--- config.mk ---
export PLATFORM = sky130hd
export DESIGN_NAME = peak_bin_tracker
export DESIGN_NICKNAME = d
export VERILOG_FILES = /design/src/rtl/peak_pkg.sv /design/src/rtl/peak_bin_ctr.sv /design/src/rtl/peak_run_max.sv /design/src/rtl/peak_pub_reg.sv /design/src/rtl/peak_bin_tracker.sv
export SDC_FILE = /design/constraint.sdc
export NUM_CORES = 1
export LEC_CHECK = 0
export BUFFER_PORTS_ARGS = -buffer_cell sky130_fd_sc_hd__buf_2
export CAP_MARGIN = 10
export CORE_UTILIZATION = 45
export DETAILED_ROUTE_END_ITERATION = 10
export GPL_ROUTABILITY_DRIVEN = 0
export PLACE_DENSITY_LB_ADDON = 0.08
export SYNTH_ARGS = -nofsm -noshare
export SYNTH_HDL_FRONTEND = slang
export SYNTH_HIERARCHICAL = 1
export SYNTH_SLANG_ARGS = --single-unit
--- constraint.sdc ---
create_clock -name clk -period 4.11 [get_ports clk]
set_clock_uncertainty 0.15 [all_clocks]
set_input_delay 0.2055 -clock clk [delete_from_list [all_inputs] [get_ports clk]]
set_output_delay 0.2055 -clock clk [all_outputs]
set_load 0.01 [all_outputs]
--- src/rtl/peak_pkg.sv ---
package peak_pkg;
  typedef enum logic {
    FS_IDLE = 1'b0,
    FS_OPEN = 1'b1
  } frame_state_e;
endpackage

--- src/rtl/peak_bin_ctr.sv ---
module peak_bin_ctr
  import peak_pkg::*;
#(
  parameter  int NBINS = 2048,
  localparam int IDX_W = $clog2(NBINS),
  localparam int CNT_W = IDX_W + 1
) (
  input  logic             clk,
  input  logic             rst_n,
  input  logic             clr,
  input  logic             smp_v,
  input  logic             smp_sof,
  input  logic             smp_eof,
  output logic             take,
  output logic             first,
  output logic             done,
  output logic [IDX_W-1:0] cur_idx,
  output logic             open_o,
  output logic [CNT_W-1:0] cnt_o
);
  localparam logic [CNT_W-1:0] CNT_LIM = CNT_W'(NBINS);
  localparam logic [CNT_W-1:0] CNT_ONE = CNT_W'(1);

  frame_state_e     st_q, st_d;
  logic [CNT_W-1:0] cnt_q, cnt_d;
  logic             cnt_en;
  logic             start, cont, ovr, room, is_open;

  always_comb begin
    is_open = (st_q == FS_OPEN);
    room    = (cnt_q < CNT_LIM);
    start   = smp_v & smp_sof & ~clr;
    cont    = smp_v & ~smp_sof & ~clr & is_open & room;
    ovr     = smp_v & ~smp_sof & ~clr & is_open & ~room;
    st_d    = st_q;
    cnt_d   = cnt_q;
    cnt_en  = 1'b0;
    if (clr) begin
      st_d = FS_IDLE;
    end else if (start) begin
      st_d   = smp_eof ? FS_IDLE : FS_OPEN;
      cnt_d  = CNT_ONE;
      cnt_en = 1'b1;
    end else if (cont) begin
      st_d   = smp_eof ? FS_IDLE : FS_OPEN;
      cnt_d  = cnt_q + CNT_ONE;
      cnt_en = 1'b1;
    end else if (ovr) begin
      st_d = FS_IDLE;
    end
  end

  always_ff @(posedge clk or negedge rst_n) begin
    if (!rst_n) begin
      st_q <= FS_IDLE;
    end else begin
      st_q <= st_d;
    end
  end

  always_ff @(posedge clk or negedge rst_n) begin
    if (!rst_n) begin
      cnt_q <= '0;
    end else if (cnt_en) begin
      cnt_q <= cnt_d;
    end
  end

  always_comb begin
    take    = start | cont;
    first   = start;
    done    = (start | cont) & smp_eof;
    cur_idx = start ? '0 : cnt_q[IDX_W-1:0];
    open_o  = is_open;
    cnt_o   = cnt_q;
  end
endmodule

--- src/rtl/peak_run_max.sv ---
module peak_run_max #(
  parameter int MAG_W = 17,
  parameter int IDX_W = 11
) (
  input  logic                    clk,
  input  logic                    rst_n,
  input  logic                    take,
  input  logic                    first,
  input  logic signed [MAG_W-1:0] cur_mag,
  input  logic [IDX_W-1:0]        cur_idx,
  output logic [IDX_W-1:0]        win_idx
);
  logic signed [MAG_W-1:0] best_mag_q, best_mag_d;
  logic [IDX_W-1:0]        best_idx_q, best_idx_d;
  logic                    beat, best_en;

  always_comb begin
    beat       = first | (cur_mag > best_mag_q);
    best_en    = take & beat;
    best_mag_d = cur_mag;
    best_idx_d = cur_idx;
    win_idx    = beat ? cur_idx : best_idx_q;
  end

  always_ff @(posedge clk or negedge rst_n) begin
    if (!rst_n) begin
      best_mag_q <= '0;
      best_idx_q <= '0;
    end else if (best_en) begin
      best_mag_q <= best_mag_d;
      best_idx_q <= best_idx_d;
    end
  end
endmodule

--- src/rtl/peak_pub_reg.sv ---
module peak_pub_reg #(
  parameter int IDX_W = 11
) (
  input  logic             clk,
  input  logic             rst_n,
  input  logic             ld,
  input  logic [IDX_W-1:0] d,
  output logic [IDX_W-1:0] q
);
  logic [IDX_W-1:0] q_r;

  always_ff @(posedge clk or negedge rst_n) begin
    if (!rst_n) begin
      q_r <= '0;
    end else if (ld) begin
      q_r <= d;
    end
  end

  assign q = q_r;
endmodule

--- src/rtl/peak_bin_tracker.sv ---
module peak_bin_tracker #(
  parameter  int NBINS = 2048,
  parameter  int MAG_W = 17,
  localparam int IDX_W = $clog2(NBINS),
  localparam int CNT_W = IDX_W + 1
) (
  input  logic                    clk,
  input  logic                    rst_n,
  input  logic                    clr,
  input  logic                    mag_valid,
  input  logic                    mag_sof,
  input  logic                    mag_eof,
  input  logic signed [MAG_W-1:0] mag_data,
  output logic [IDX_W-1:0]        peak_idx
);
  logic             s_take, s_first, s_done;
  logic [IDX_W-1:0] s_idx, s_win;
  logic             frame_open;
  logic [CNT_W-1:0] ctr_cnt;

  peak_bin_ctr #(.NBINS(NBINS)) u_ctr (
    .clk     (clk),
    .rst_n   (rst_n),
    .clr     (clr),
    .smp_v   (mag_valid),
    .smp_sof (mag_sof),
    .smp_eof (mag_eof),
    .take    (s_take),
    .first   (s_first),
    .done    (s_done),
    .cur_idx (s_idx),
    .open_o  (frame_open),
    .cnt_o   (ctr_cnt)
  );

  peak_run_max #(.MAG_W(MAG_W), .IDX_W(IDX_W)) u_max (
    .clk     (clk),
    .rst_n   (rst_n),
    .take    (s_take),
    .first   (s_first),
    .cur_mag (mag_data),
    .cur_idx (s_idx),
    .win_idx (s_win)
  );

  peak_pub_reg #(.IDX_W(IDX_W)) u_pub (
    .clk   (clk),
    .rst_n (rst_n),
    .ld    (s_done),
    .d     (s_win),
    .q     (peak_idx)
  );
endmodule

### Word level (Yosys, flattened, before mapping)

Index checks and enable logic that the tools add are counted.

| word-level totals | value |
|---|---|
| bits of input ports | 23 |
| register bits after elaboration | 52 |
| output and inout port bits | 11 |

| operators by class | value |
|---|---|
| reductions and logical operators | 3 |
| mux-type cells | 12 |
| add/subtract/negate cells | 1 |
| bitwise operators | 14 |
| $lt $le $gt $ge | 2 |

Operators with widths:

| cell | count |
|---|---|
| 2-to-1 mux 12 bit | 2 |
| 2-to-1 mux 11 bit | 2 |
| > comparator 17 bit | 1 |
| adder 12 x 1 -> 12 bit (second input constant) | 1 |
| less-than comparator 12 bit (second input constant) | 1 |
| AND 1 bit | 9 |
| 2-to-1 mux 1 bit | 8 |
| nonzero test 4 bit | 1 |
| inverter 1 bit | 3 |
| AND reduction 3 bit | 1 |
| bitwise OR 1 bit | 2 |
| nonzero test 2 bit | 1 |

### Depth between registers and ports, before layout

Gate-level depths: netlist (run 1).

| depth | value |
|---|---|
| word-level depth | 9 |
| mapped depth | 11 |
| mapped depth without buffers | 9 |

### Modules after synthesis

Netlist (run 1), hierarchy kept.

Modules (own cells, without submodules):

| module | sequential area each (um2) | instances | cells an instance | area each (um2) |
|---|---|---|---|---|
| peak_run_max | 700.7 | 1 | 136 | 1715.4 |
| peak_bin_ctr | 325.3 | 1 | 85 | 797.0 |
| peak_pub_reg | 275.3 | 1 | 23 | 447.9 |

### Least setup slack after synthesis (run 1)

OpenSTA, ideal clock, no wires.

| timing path | value |
|---|---|
| path kind | reg2reg |
| start point | register u_max.best_mag_q[14] |
| end point | register u_pub.q_r[8], in the netlist u_pub/q[8] |
| path buffers | 1 |
| required time | 3835 ps |
| cell stages (with the launch flop) | 11 |
| period minus slack after synthesis | 2444 ps |
| path slack | 1666 ps |
| arrival | 2169 ps |
| path through | dfrtp_1 -> inv_1 -> ha_1 -> a21o_1 -> a21o_1 -> a21oi_1 -> o2111ai_2 -> nand2_1 -> buf_6 -> mux2_2 -> mux2_2 |

| on the way | value |
|---|---|
| cells in the longest elaborated chain, start to end | 3 |

Ends and longest elaborated chain:

| item | RTL line | RTL |
|---|---|---|
| from (decl) | peak_run_max.sv:13 | `logic signed [MAG_W-1:0] best_mag_q, best_mag_d;` |
| from (signal assigned) | peak_run_max.sv:30 | `best_mag_q <= best_mag_d;` |
| > comparator 17 bit | peak_run_max.sv:18 | `beat = first \| (cur_mag > best_mag_q);` |
| bitwise OR 1 bit | peak_run_max.sv:18 |  |
| 2-to-1 mux 11 bit | peak_run_max.sv:22 | `win_idx = beat ? cur_idx : best_idx_q;` |
| via s_win[8] | peak_bin_tracker.sv:17 | `logic [IDX_W-1:0] s_idx, s_win;` |
| to (signal assigned) | peak_pub_reg.sv:14 | `q_r <= '0;` |
| to (signal assigned) | peak_pub_reg.sv:16 | `q_r <= d;` |
| to (decl) | peak_pub_reg.sv:10 | `logic [IDX_W-1:0] q_r;` |

The timed path passes the listed nets, and every way through them passes these cells.
A chain may end at the register's enable or synchronous reset.

### Worst setup path after layout (run 1)

| timing path | value |
|---|---|
| start point | input port mag_data[14] |
| end point | register u_pub.q_r[1], in the netlist u_pub/q[1] |

| on the way | value |
|---|---|
| cells in the longest elaborated chain, start to end | 3 |

Ends and longest elaborated chain:

| item | RTL line | RTL |
|---|---|---|
| from (decl) | peak_bin_tracker.sv:13 | `input logic signed [MAG_W-1:0] mag_data,` |
| > comparator 17 bit | peak_run_max.sv:18 |  |
| bitwise OR 1 bit | peak_run_max.sv:18 |  |
| 2-to-1 mux 11 bit | peak_run_max.sv:22 |  |
| via s_win[1] | peak_bin_tracker.sv:17 |  |

The timed path passes the listed nets, and every way through them passes these cells.

==> results of run 1 <==
==> Yosys cell counts, types with 2 or more instances <==
cell / count / share of area [%]
sky130_fd_sc_hd__dfrtp_1: 52 / 44
sky130_fd_sc_hd__ha_1: 18 / 7.6
sky130_fd_sc_hd__a21o_1: 2 / 0.51
sky130_fd_sc_hd__nand3_1: 3 / 0.51
sky130_fd_sc_hd__or3_1: 2 / 0.42
sky130_fd_sc_hd__a21oi_1: 9 / 1.5
sky130_fd_sc_hd__xor2_1: 5 / 1.5
sky130_fd_sc_hd__mux2_2: 20 / 7.6
sky130_fd_sc_hd__o211ai_2: 2 / 0.85
sky130_fd_sc_hd__nand4_1: 5 / 1.1
sky130_fd_sc_hd__nor2_1: 9 / 1.1
sky130_fd_sc_hd__o2111ai_1: 2 / 0.59
sky130_fd_sc_hd__o211ai_1: 3 / 0.76
sky130_fd_sc_hd__and2_1: 12 / 2.5
sky130_fd_sc_hd__nor3_1: 2 / 0.34
sky130_fd_sc_hd__buf_6: 6 / 2.3
sky130_fd_sc_hd__and4_1: 2 / 0.59
sky130_fd_sc_hd__mux2_4: 29 / 15
sky130_fd_sc_hd__nand2_1: 12 / 1.5
sky130_fd_sc_hd__o21a_1: 2 / 0.51
sky130_fd_sc_hd__inv_1: 21 / 2.7
sky130_fd_sc_hd__o21ai_0: 8 / 1.4
==> path summary, 6_finish.rpt <==
check	startpoint	endpoint	slack, ns	depth (start not counted)
min reg2reg	u_max/best_mag_q[0]$_DFFE_PN0P_	u_max/best_mag_q[0]$_DFFE_PN0P_	0.36	1
min in group asynchronous	rst_n	u_max/best_mag_q[6]$_DFFE_PN0P_	0.39	3
max reg2reg	u_max/best_mag_q[6]$_DFFE_PN0P_	u_pub/q[1]$_DFFE_PN0P_	1.31	9
max in group asynchronous	rst_n	u_pub/q[2]$_DFFE_PN0P_	2.97	3
max	mag_data[14]	u_pub/q[1]$_DFFE_PN0P_	1.13	10
min	mag_data[13]	u_max/best_mag_q[13]$_DFFE_PN0P_	0.01	2
==> power by group <==
group	internal, mW	total [mW]	switching, mW
clock	0.125	0.306	0.181
combinational	0.337	0.628	0.291
sequential	0.640	0.718	0.0779
total	1.10	1.65	0.550
==> cells by family (layout without fill, tap and decap cells) <==
logic type / after synthesis / after routing / synth area share (%)
AO/OA/AOI/OAI: 34 / 34 / 7.99
XOR/XNOR: 5 / 5 / 1.48
adder cells (fa/ha/maj): 18 / 18 / 7.61
buffers and inverters: 30 / 75 / 5.62
flip-flops: 52 / 52 / 44.0
multiplexers: 50 / 50 / 22.7
AND/OR/NAND/NOR: 55 / 55 / 10.7
==> sequential cells by signal, summed over array words and instances (netlist names) <==
name and count:
u_ctr/open_o 1, u_max/best_idx_q 11, u_pub/q 11, u_max/best_mag_q 17, u_ctr/cnt_o 12
==> area by class of cell <==
type / count / area, µm² / share of cell area, %
Multi-Input combinational cell: 162 / 1490 / 44.5
Inverter: 22 / 87.6 / 2.61
Tap cell: 77 / 96.3 / 2.87
Sequential cell: 52 / 1300 / 38.8
Clock buffer: 5 / 68.8 / 2.05
Clock inverter: 3 / 26.3 / 0.783
Timing Repair Buffer: 45 / 283 / 8.43
==> worst max-delay path: stages <==
cell	delay (ns)
sky130_fd_sc_hd__dlygate4sd3_1	0.52
sky130_fd_sc_hd__buf_2	0.13
sky130_fd_sc_hd__ha_1	0.32
sky130_fd_sc_hd__a21o_1	0.19
sky130_fd_sc_hd__a21o_1	0.18
sky130_fd_sc_hd__a21oi_1	0.17
sky130_fd_sc_hd__o2111ai_2	0.18
sky130_fd_sc_hd__nand2_1	0.46
sky130_fd_sc_hd__mux2_2	0.40
sky130_fd_sc_hd__mux2_4	0.26
==> metal layers <==
layer / up-vias / global-route usage (%) / share of wire (%)
li1: 946 / - / -
met1: 871 / 26.1 / 55
met2: 21 / 24.7 / 42
met3: 2 / 2.68 / 2.1
met4: 0 / 5.17 / 0.67
met5: - / 0 / 0
==> per-stage QoR <==
stage / setup WS (ns) / instances
after global placement: 1.28 / 347
after global routing: 0.978 / 366
final: 1.13 / 366
after CTS: 1.11 / 366
after floorplan: 1.67 / 244
after detailed placement: 1.27 / 347
==> results.toml, run 1 <==
[synthesis]
postSynth.asyncResetShare_pct = 100
yosysUniqueCellTypes = 40
synth_area_per_cell_um2 = 12.1
seq_area_frac_synth_pct = 44.0
syn_nets = 285
ys_seq_elements = 52
syn_area_um2 = 2960
ys_dominant_reg_cell = "sky130_fd_sc_hd__dfrtp_1"
synth_enable_flop_cells = 0
synth-warning-count = 6
synthCells = 244

[sta]
rsz_0062_raised_after_global_routing = "no"
period_share_pct = 72.5
slew_headroom_pct = 51.0
slew_at_the_pin_closest_to_its_max_slew_limit_ns = 0.735
setup_total_negative_slack_ns = 0
worst_hold_slack_ns = 0.00970
layout_min_cycle_time_ns = 2.98
final-max-slew-violation-count = 0
max_clock_freq_mhz = 335
report.final.hold_viol_count = 0
final_number_of_setup_violating_endpoints = 0

[route]
final_antenna_net_count = 0
first_pass_iters = 4
routed_via_density = 5.03
detail_route.iter0.violations = 60
avgRoutedWirePerCell_um = 14.7
route.final.wire_length_um = 5360
total_number_of_vias = 1840
route.detailed.drc = 0

[worst_setup_path]
worst_setup_path_end_kind = "flop"
worst_ep_arrival_time_ns = 3.03
timing.critical_path.from_type = "input pin"
path_max_fanout = 12
cp_data_required_time_ns = 4.16
crit_type = "in2reg"

[outcome]
status = "finished, final reports clean"

[die]
rows = 29
die-area_um2 = 6910
die_width_um = 83.1
initial_util_pct = 46.6
design.core.area_um2 = 6350
die_height_um = 83.1
design.portCount = 34

[global_route]
antenna_violations_before_repair = 0
largest_net_degree_at_the_start_of_global_routing = 53
grt_first_pass_wirelength_um = 9380
groute.usage.overall_pct = 17.1
grt_overflow_total = 0
vias_in_the_first_global_route = 1885

[clock_network]
cts_root_buffer = "sky130_fd_sc_hd__clkbuf_8"
cts_post_setup_buffers_inserted = 0
cts_hold_repair_buffers = 11
tritoncts.num_buffers = 5
clock_tree_from_tritoncts = "done"
clk-insertion-delay-late_ns = 0.30
tritoncts_num_sinks = 52
clockBufferDepth = 2
ctsResizeCount = 0
worst_setup_hold_path_clk_slew_ns = 0.10
cts_htree_levels = 2

[pwr]
power.leakage_nw = 1.74
power_density_nw_per_um2 = 492
ir_drop_worst_case_vdd_mv = 0.305
total_power_mw = 1.65

[placement]
placedInstanceArea_um2 = 3150
placement.io_buffers = 33
dp.final_hpwl_um = 3710

[final_layout]
final_layout_size_suffix_gt1_share_pct = 34.6
insertedDiodeCount = 0
area_growth_syn_to_layout_pct = 13.4
commonest_cells_after_routing_fill_and_taps_aside = "sky130_fd_sc_hd__dfrtp_1 (52), sky130_fd_sc_hd__buf_2 (33), sky130_fd_sc_hd__mux2_4 (29)"
final_area_um2 = 3360
final_util_pct = 52.8
most_common_cell_after_layout_fill_and_taps_aside = "sky130_fd_sc_hd__dfrtp_1"
final.fill_count = 583
num-nets-final = 329

[flow_run]
maxCapViolCount = 0

[min_path]
hold_class = "in2reg"
Power figures use the tool's default switching activity.
==> run 2: changes to the inputs <==
- clock period: 4.11 -> 2.7 ns (I/O delays scaled with it)
==> run 2 against run 1 <==
  * Flip-flop and latch count unchanged
  * Clock power increased by 50%
  * Utilization increased by 2.5 points
  * First-iteration DRC count decreased by 33%
  * Die area unchanged
  * Design area increased by 4.7%
  * Critical path depth increased by 1
  * Routed wire length increased by 2.7%
==> results.toml, run 2 (synthesis gave the netlist of run 1 again) <==
[outcome]
status = "finished, final reports clean"

[sta]
period_share_pct = 97.1
slew_headroom_pct = 55.4
max_clock_freq_mhz = 381
setup_total_negative_slack_ns = 0
slew_at_the_pin_closest_to_its_max_slew_limit_ns = 0.669
final-max-slew-violation-count = 0
worst_hold_slack_ns = 0.00990
final_number_of_setup_violating_endpoints = 0
report.final.hold_viol_count = 0
layout_min_cycle_time_ns = 2.62

[final_layout]
most_common_cell_after_layout_fill_and_taps_aside = "sky130_fd_sc_hd__dfrtp_1"
commonest_cells_after_routing_fill_and_taps_aside = "sky130_fd_sc_hd__dfrtp_1 (52), sky130_fd_sc_hd__buf_2 (33), sky130_fd_sc_hd__mux2_4 (29)"
final-instance-count-excl-fill = 380
multi_input_comb_area_um2 = 1500
largest_register_ff_count = 17
biggest_register = "u_max/best_mag_q"
final.fill_count = 560
insertedDiodeCount = 0
ff_latch_area_um2 = 1300
area_growth_syn_to_layout_pct = 18.7
num-nets-final = 343
final_layout_size_suffix_gt1_share_pct = 36.0

[pwr]
share_comb_of_total_power_pct = 40.4
power_density_nw_per_um2 = 740
power.internal_mw = 1.74
switchingPower_mw = 0.862
total_power_mw = 2.60
ir_drop_worst_case_vdd_mv = 0.371
power_frac_seq_pct = 41.9
power.switching_fraction_pct = 33.1
power.clock.fraction_pct = 17.7
power.leakage_nw = 1.80

[placement]
placement.io_buffers = 33
dp.final_hpwl_um = 3900
place.detailed.instances = 353

[global_route]
largest_net_degree_at_the_start_of_global_routing = 30
grt_overflow_total = 0
antenna_violations_before_repair = 0
vias_in_the_first_global_route = 1921
grt_first_pass_wirelength_um = 9640
groute.usage.overall_pct = 17.5

[clock_network]
tritoncts_num_sinks = 52
worst_setup_hold_path_clk_slew_ns = 0.10
tritoncts.num_buffers = 5
cts_root_buffer = "sky130_fd_sc_hd__clkbuf_8"
cts_post_setup_buffers_inserted = 0
clockBufferDepth = 2
clk-insertion-delay-late_ns = 0.31
clock_tree_from_tritoncts = "done"
cts_htree_levels = 2

[worst_setup_path]
worst_setup_path_end_kind = "flop"
worst_r2r_endpoint = "u_pub/q[2]$_DFFE_PN0P_"
worst_ep_arrival_time_ns = 2.68
timing.critical_path.from_type = "input pin"
path_max_fanout = 12
crit_type = "in2reg"
reg2regPathDepth = 10
timing.reg2reg.setup_slack_ns = 0.15
crit-reg2reg-launch = "u_max/best_mag_q[8]$_DFFE_PN0P_"
cp_data_required_time_ns = 2.75

[die]
die_height_um = 83.1
design.portCount = 34
rows = 29
die-area_um2 = 6910
design.core.area_um2 = 6350
initial_util_pct = 46.6
die_width_um = 83.1

[min_path]
hold-path-endpoint = "u_ctr/open_o$_DFFE_PN0P_"
min_path_cells = 3
hold_class = "in2reg"
worstHoldStart = "mag_eof"

[flow_run]
maxCapViolCount = 0

[route]
routed_via_density = 5.07
avgRoutedWirePerCell_um = 14.5
route.detailed.drc = 0
final_antenna_net_count = 0
detail_route.iter0.violations = 40
route.final.wire_length_um = 5510
first_pass_iters = 4
total_number_of_vias = 1927
-- run 2: changes by cell type in the layout (fill, tap and decap cells not counted), sizes merged --
cell         change
buf              +6
dlygate4sd3      +8
clkinv           -1
clkinvlp         +2
inv              -1
-- run 2: power by group through the flow --
stage / combinational (mW) / clock, mW / sequential [mW]
2_1_floorplan: 0.774 / 0 / 1.08
3_3_place_gp: 1.00 / 0 / 1.10
3_5_place_dp: 1.01 / 0 / 1.11
4_1_cts: 1.04 / 0.480 / 1.09
5_1_grt: 1.17 / 0.505 / 1.12
6_report: 1.05 / 0.460 / 1.09
-- run 2: worst max path at each step --
stage,from,endpoint,slack (ns),depth (start not counted)
6_report,mag_data[7],u_pub/q[2]$_DFFE_PN0P_,0.08,11
5_1_grt,mag_data[7],u_pub/q[8]$_DFFE_PN0P_,-0.0009,10
4_1_cts,mag_data[14],u_pub/q[2]$_DFFE_PN0P_,0.01,11
3_5_place_dp,u_max/best_mag_q[8]$_DFFE_PN0P_,u_pub/q[7]$_DFFE_PN0P_,0.06,10
3_3_place_gp,u_max/best_mag_q[14]$_DFFE_PN0P_,u_pub/q[0]$_DFFE_PN0P_,0.14,10
2_1_floorplan,u_max/best_mag_q[14]$_DFFE_PN0P_,u_pub/q[8]$_DFFE_PN0P_,0.26,10
-- run 2: stage by stage --
step / util [%] / area [µm²] / setup slack (ns)
finish: 55.3 / 3510 / 0.0778
global route: 55.3 / 3510 / -0.000864
CTS: 55.2 / 3500 / 0.0142
detailed placement: 50.7 / 3220 / 0.0555
global placement: 50.7 / 3220 / 0.136
floorplan: - / 2960 / 0.256
-- run 2: per-layer routing --
layer,vias up,share of wire [%],track usage (%)
met5,-,0,0
met4,0,0.69,4.70
met3,4,2.8,3.48
met2,31,42,25.2
met1,915,54,26.8
li1,977,-,-
-- run 2: area by class of cell --
| type | instances | area share (%) |
|---|---|---|
| Timing Repair Buffer | 59 | 12.3 |
| Clock inverter | 3 | 0.676 |
| Tap cell | 77 | 2.74 |
| Multi-Input combinational cell | 162 | 42.8 |
| Inverter | 22 | 2.49 |
| Sequential cell | 52 | 37.0 |
| Clock buffer | 5 | 1.96 |
-- run 2: critical path, stage by stage --
cell	delay [ns]
sky130_fd_sc_hd__dlygate4sd3_1	0.53
sky130_fd_sc_hd__buf_2	0.13
sky130_fd_sc_hd__ha_1	0.29
sky130_fd_sc_hd__nand4_1	0.18
sky130_fd_sc_hd__nor3_1	0.26
sky130_fd_sc_hd__a211oi_2	0.08
sky130_fd_sc_hd__o2111ai_2	0.26
sky130_fd_sc_hd__nand2_2	0.11
sky130_fd_sc_hd__buf_12	0.17
sky130_fd_sc_hd__mux2_2	0.27
sky130_fd_sc_hd__mux2_4	0.25
-- run 2: what timing repair did --
action,CTS,global route
endpoints found under the setup margin,0,11
hold buffers,19,0
endpoints found under the hold margin,45,0
resized for setup,0,4
==> run 3: changes to the inputs <==
- CAP_MARGIN: 10 -> 15
- SYNTH_HIERARCHICAL: 1 -> not set
==> run 3 against run 2 <==
  * Die area up 3.5%
  * Setup slack got worse by 0.012 ns
  * Global-route usage increased by 4.1 points
  * Synthesized cell count increased by 35%
  * The run now ends with design-rule violations left
  * Maximum frequency decreased by 0.44%
  * Sequential share of layout area is 1.7 points lower
  * Flip-flop and latch count unchanged
  * First-iteration DRC count increased to 4.4 times the previous value
  * Via count is 34% higher
  * Non-clock buffer count is 5 higher
==> results.toml, run 3 <==
[placement]
dp.final_hpwl_um = 4870
place.detailed.instances = 426
pre_cts_ws_ns = 0.164
placement.io_buffers = 33

[final_layout]
num-nets-final = 419
final-instance-count-excl-fill = 456
insertedDiodeCount = 0
area_growth_syn_to_layout_pct = 20.2
largest_register_ff_count = 17
commonest_cells_after_routing_fill_and_taps_aside = "sky130_fd_sc_hd__dfrtp_1 (52), sky130_fd_sc_hd__buf_2 (33), sky130_fd_sc_hd__o21ai_0 (32)"
final_layout_size_suffix_gt1_share_pct = 17.9
final.fill_count = 589
most_common_cell_after_layout_fill_and_taps_aside = "sky130_fd_sc_hd__dfrtp_1"
biggest_register = "u_max.best_mag_q"

[pwr]
power.leakage_nw = 1.69
power_density_nw_per_um2 = 522
ir_drop_worst_case_vdd_mv = 0.273

[synthesis]
yosys-top-cells-count = "sky130_fd_sc_hd__dfrtp_1 (52), sky130_fd_sc_hd__o21ai_0 (33), sky130_fd_sc_hd__a21oi_1 (26), sky130_fd_sc_hd__inv_1 (24), sky130_fd_sc_hd__nand3_1 (24)"
ys_seq_elements = 52
yosys.cell_count.top_type = "sky130_fd_sc_hd__dfrtp_1"
synth-warning-count = 0
syn_nets = 370
postSynth.asyncResetShare_pct = 100
synth_top_cell_by_area = "sky130_fd_sc_hd__dfrtp_1"
ys_dominant_reg_cell = "sky130_fd_sc_hd__dfrtp_1"
yosysUniqueCellTypes = 40
synthCells = 329
syn_area_um2 = 3070
post-synth-top-area-fraction_pct = 42.4
seq_area_frac_synth_pct = 42.4
synth_area_per_cell_um2 = 9.33
synth.area.top_cells = "sky130_fd_sc_hd__dfrtp_1 (42%), sky130_fd_sc_hd__ha_1 (7.3%), sky130_fd_sc_hd__o21ai_0 (5.4%)"
synth_enable_flop_cells = 0

[die]
design.portCount = 34
rows = 29
initial_util_pct = 47.5
design.core.area_um2 = 6460
die_height_um = 84.6
die_width_um = 84.6
die-area_um2 = 7150

[sta]
final-max-slew-violation-count = 0
max_clock_freq_mhz = 380
final_number_of_setup_violating_endpoints = 0
report.final.hold_viol_count = 0
post-route-worst-setup-slack_ns = 0.0662
period_share_pct = 97.5
layout_min_cycle_time_ns = 2.63
rsz_0062_raised_after_global_routing = "yes"
slew_headroom_pct = 29.6
slew_at_the_pin_closest_to_its_max_slew_limit_ns = 1.05

[route]
detail_route.iter0.violations = 176
avgRoutedWirePerCell_um = 15.7
total_number_of_vias = 2584
route.final.wire_length_um = 7140
routed_via_density = 5.67
first_pass_iters = 7
route.detailed.drc = 2
final_antenna_net_count = 0

[global_route]
grt_use_met1_pct = 32.1
groute.usage.overall_pct = 21.6
antenna_violations_before_repair = 0
vias_in_the_first_global_route = 2389
grt_first_pass_wirelength_um = 12200
grt_overflow_total = 0
largest_net_degree_at_the_start_of_global_routing = 35
grt_busiest_layer = "met2"
global_route.usage.met2_pct = 33.3
met3_global_route_usage_pct = 3.83

[worst_setup_path]
cp_data_required_time_ns = 2.75
crit_path_start = "mag_data[8]"
timing.reg2reg.setup_slack_ns = 0.17
crit_type = "in2reg"
worst_setup_path_end_kind = "flop"
path_max_fanout = 8
cp_slowest_stage_delay_ns = 0.53
timing.critical_path.from_type = "input pin"
path_cells = "dlygate4sd3_1 -> buf_2 -> ha_1 -> nand4_1 -> nor4_2 -> nand4b_1 -> nand3_2 -> a21oi_4 -> clkbuf_16 -> mux2_2"
worst_r2r_endpoint = "u_max.best_mag_q[2]$_DFFE_PN0P_"
worst_ep_arrival_time_ns = 2.68
reg2regPathDepth = 9
crit-reg2reg-launch = "u_max.best_mag_q[6]$_DFFE_PN0P_"
setup.worst_path.end = "u_max.best_mag_q[2]$_DFFE_PN0P_"
critical_path.slowest_cell = "sky130_fd_sc_hd__dlygate4sd3_1"

[clock_network]
clockBufferDepth = 2
tritoncts_num_sinks = 52
worst_setup_hold_path_clk_slew_ns = 0.10
cts_root_buffer = "sky130_fd_sc_hd__clkbuf_8"
cts_htree_levels = 2
clk-insertion-delay-late_ns = 0.30
clock_tree_from_tritoncts = "done"
tritoncts.num_buffers = 5

[flow_run]
maxCapViolCount = 0

[outcome]
failed_checks = "design-rule violations"
status = "complete, but fails checks"

[min_path]
hold_class = "in2reg"
==> run 3: report_power, final <==
group | switching [mW] | total [mW] | leakage (nW) | internal [mW]
Clock | 0.263 | 0.636 | 0.0687 | 0.373
Combinational | 0.243 | 0.418 | 0.941 | 0.175
Sequential | 0.0352 | 0.872 | 0.684 | 0.837
Total | 0.541 | 1.93 | 1.69 | 1.39
==> run 3: cell type report <==
| type | count | area [µm²] | area share, % |
|---|---|---|---|
| clock buffer | 5 | 68.8 | 1.87 |
| clock inverter | 3 | 68.8 | 1.87 |
| inverter | 24 | 90.1 | 2.44 |
| multi-input combinational | 231 | 1590 | 43.0 |
| sequential | 52 | 1300 | 35.3 |
| tap | 77 | 96.3 | 2.61 |
| timing repair buffer | 64 | 475 | 12.9 |
==> run 3: how the worst min path moves through the flow <==
stage | start | to | slack, ns | cells past startpoint
finish | mag_eof | u_ctr.open_o$_DFFE_PN0P_ | 0.03 | 3
global route | mag_eof | u_ctr.open_o$_DFFE_PN0P_ | 0.04 | 3
CTS | mag_eof | u_ctr.open_o$_DFFE_PN0P_ | 0.02 | 3
detailed placement | rst_n | u_max.best_mag_q[4]$_DFFE_PN0P_ | 0.06 | 1
global placement | rst_n | u_max.best_mag_q[4]$_DFFE_PN0P_ | 0.06 | 1
floorplan | rst_n | u_ctr.cnt_o[0]$_DFFE_PN0P_ | -0.31 | 0
==> run 3: kinds of logic after synthesis <==
family                     after synthesis  synth area share (%)
AOI/OAI and AO/OA                       94                  20.0
DFF                                     52                  42.4
buffers and inverters                   46                  5.87
xor gates and xnor gates                 7                  2.00
and+or+nand+nor                         93                  15.4
adders and majority gates               18                  7.34
muxes                                   19                  7.01
==> run 3: critical path, delay by kind of cell <==
family                     cells  cell delay [ns]
adders and majority gates      1             0.30
muxes                          1             0.32
AOI/OAI and AO/OA              1             0.22
buffers and inverters          3             0.85
and+or+nand+nor                4             0.85
==> run 3: what timing repair did <==
| item | CTS | global route |
|---|---|---|
| hold endpoints to repair | 45 | 0 |
| buffers inserted | 0 | 2 |
| hold buffers | 19 | 0 |
| setup endpoints to repair | 0 | 19 |
| gates resized for setup | 0 | 2 |
==> run 3: metal layers <==
layer,part of all wire (%),wire length (µm)
met1,50,3550
met2,44,3160
met3,5.3,381
met4,0.63,45
met5,0,0
==> run 3: stage by stage <==
stage                     utilization [%]  cell area (µm²)  power [mW]  TNS (ns)  hold WS [ns]
after floorplan                         -             3070        1.15         0        -0.311
after global placement               51.4             3320        1.26         0        0.0623
after detailed placement             51.4             3320        1.27         0        0.0649
after CTS                            56.5             3650        1.94         0        0.0204
after global routing                 57.1             3690        2.05  -0.00876        0.0388
final                                57.1             3690        1.93         0        0.0261
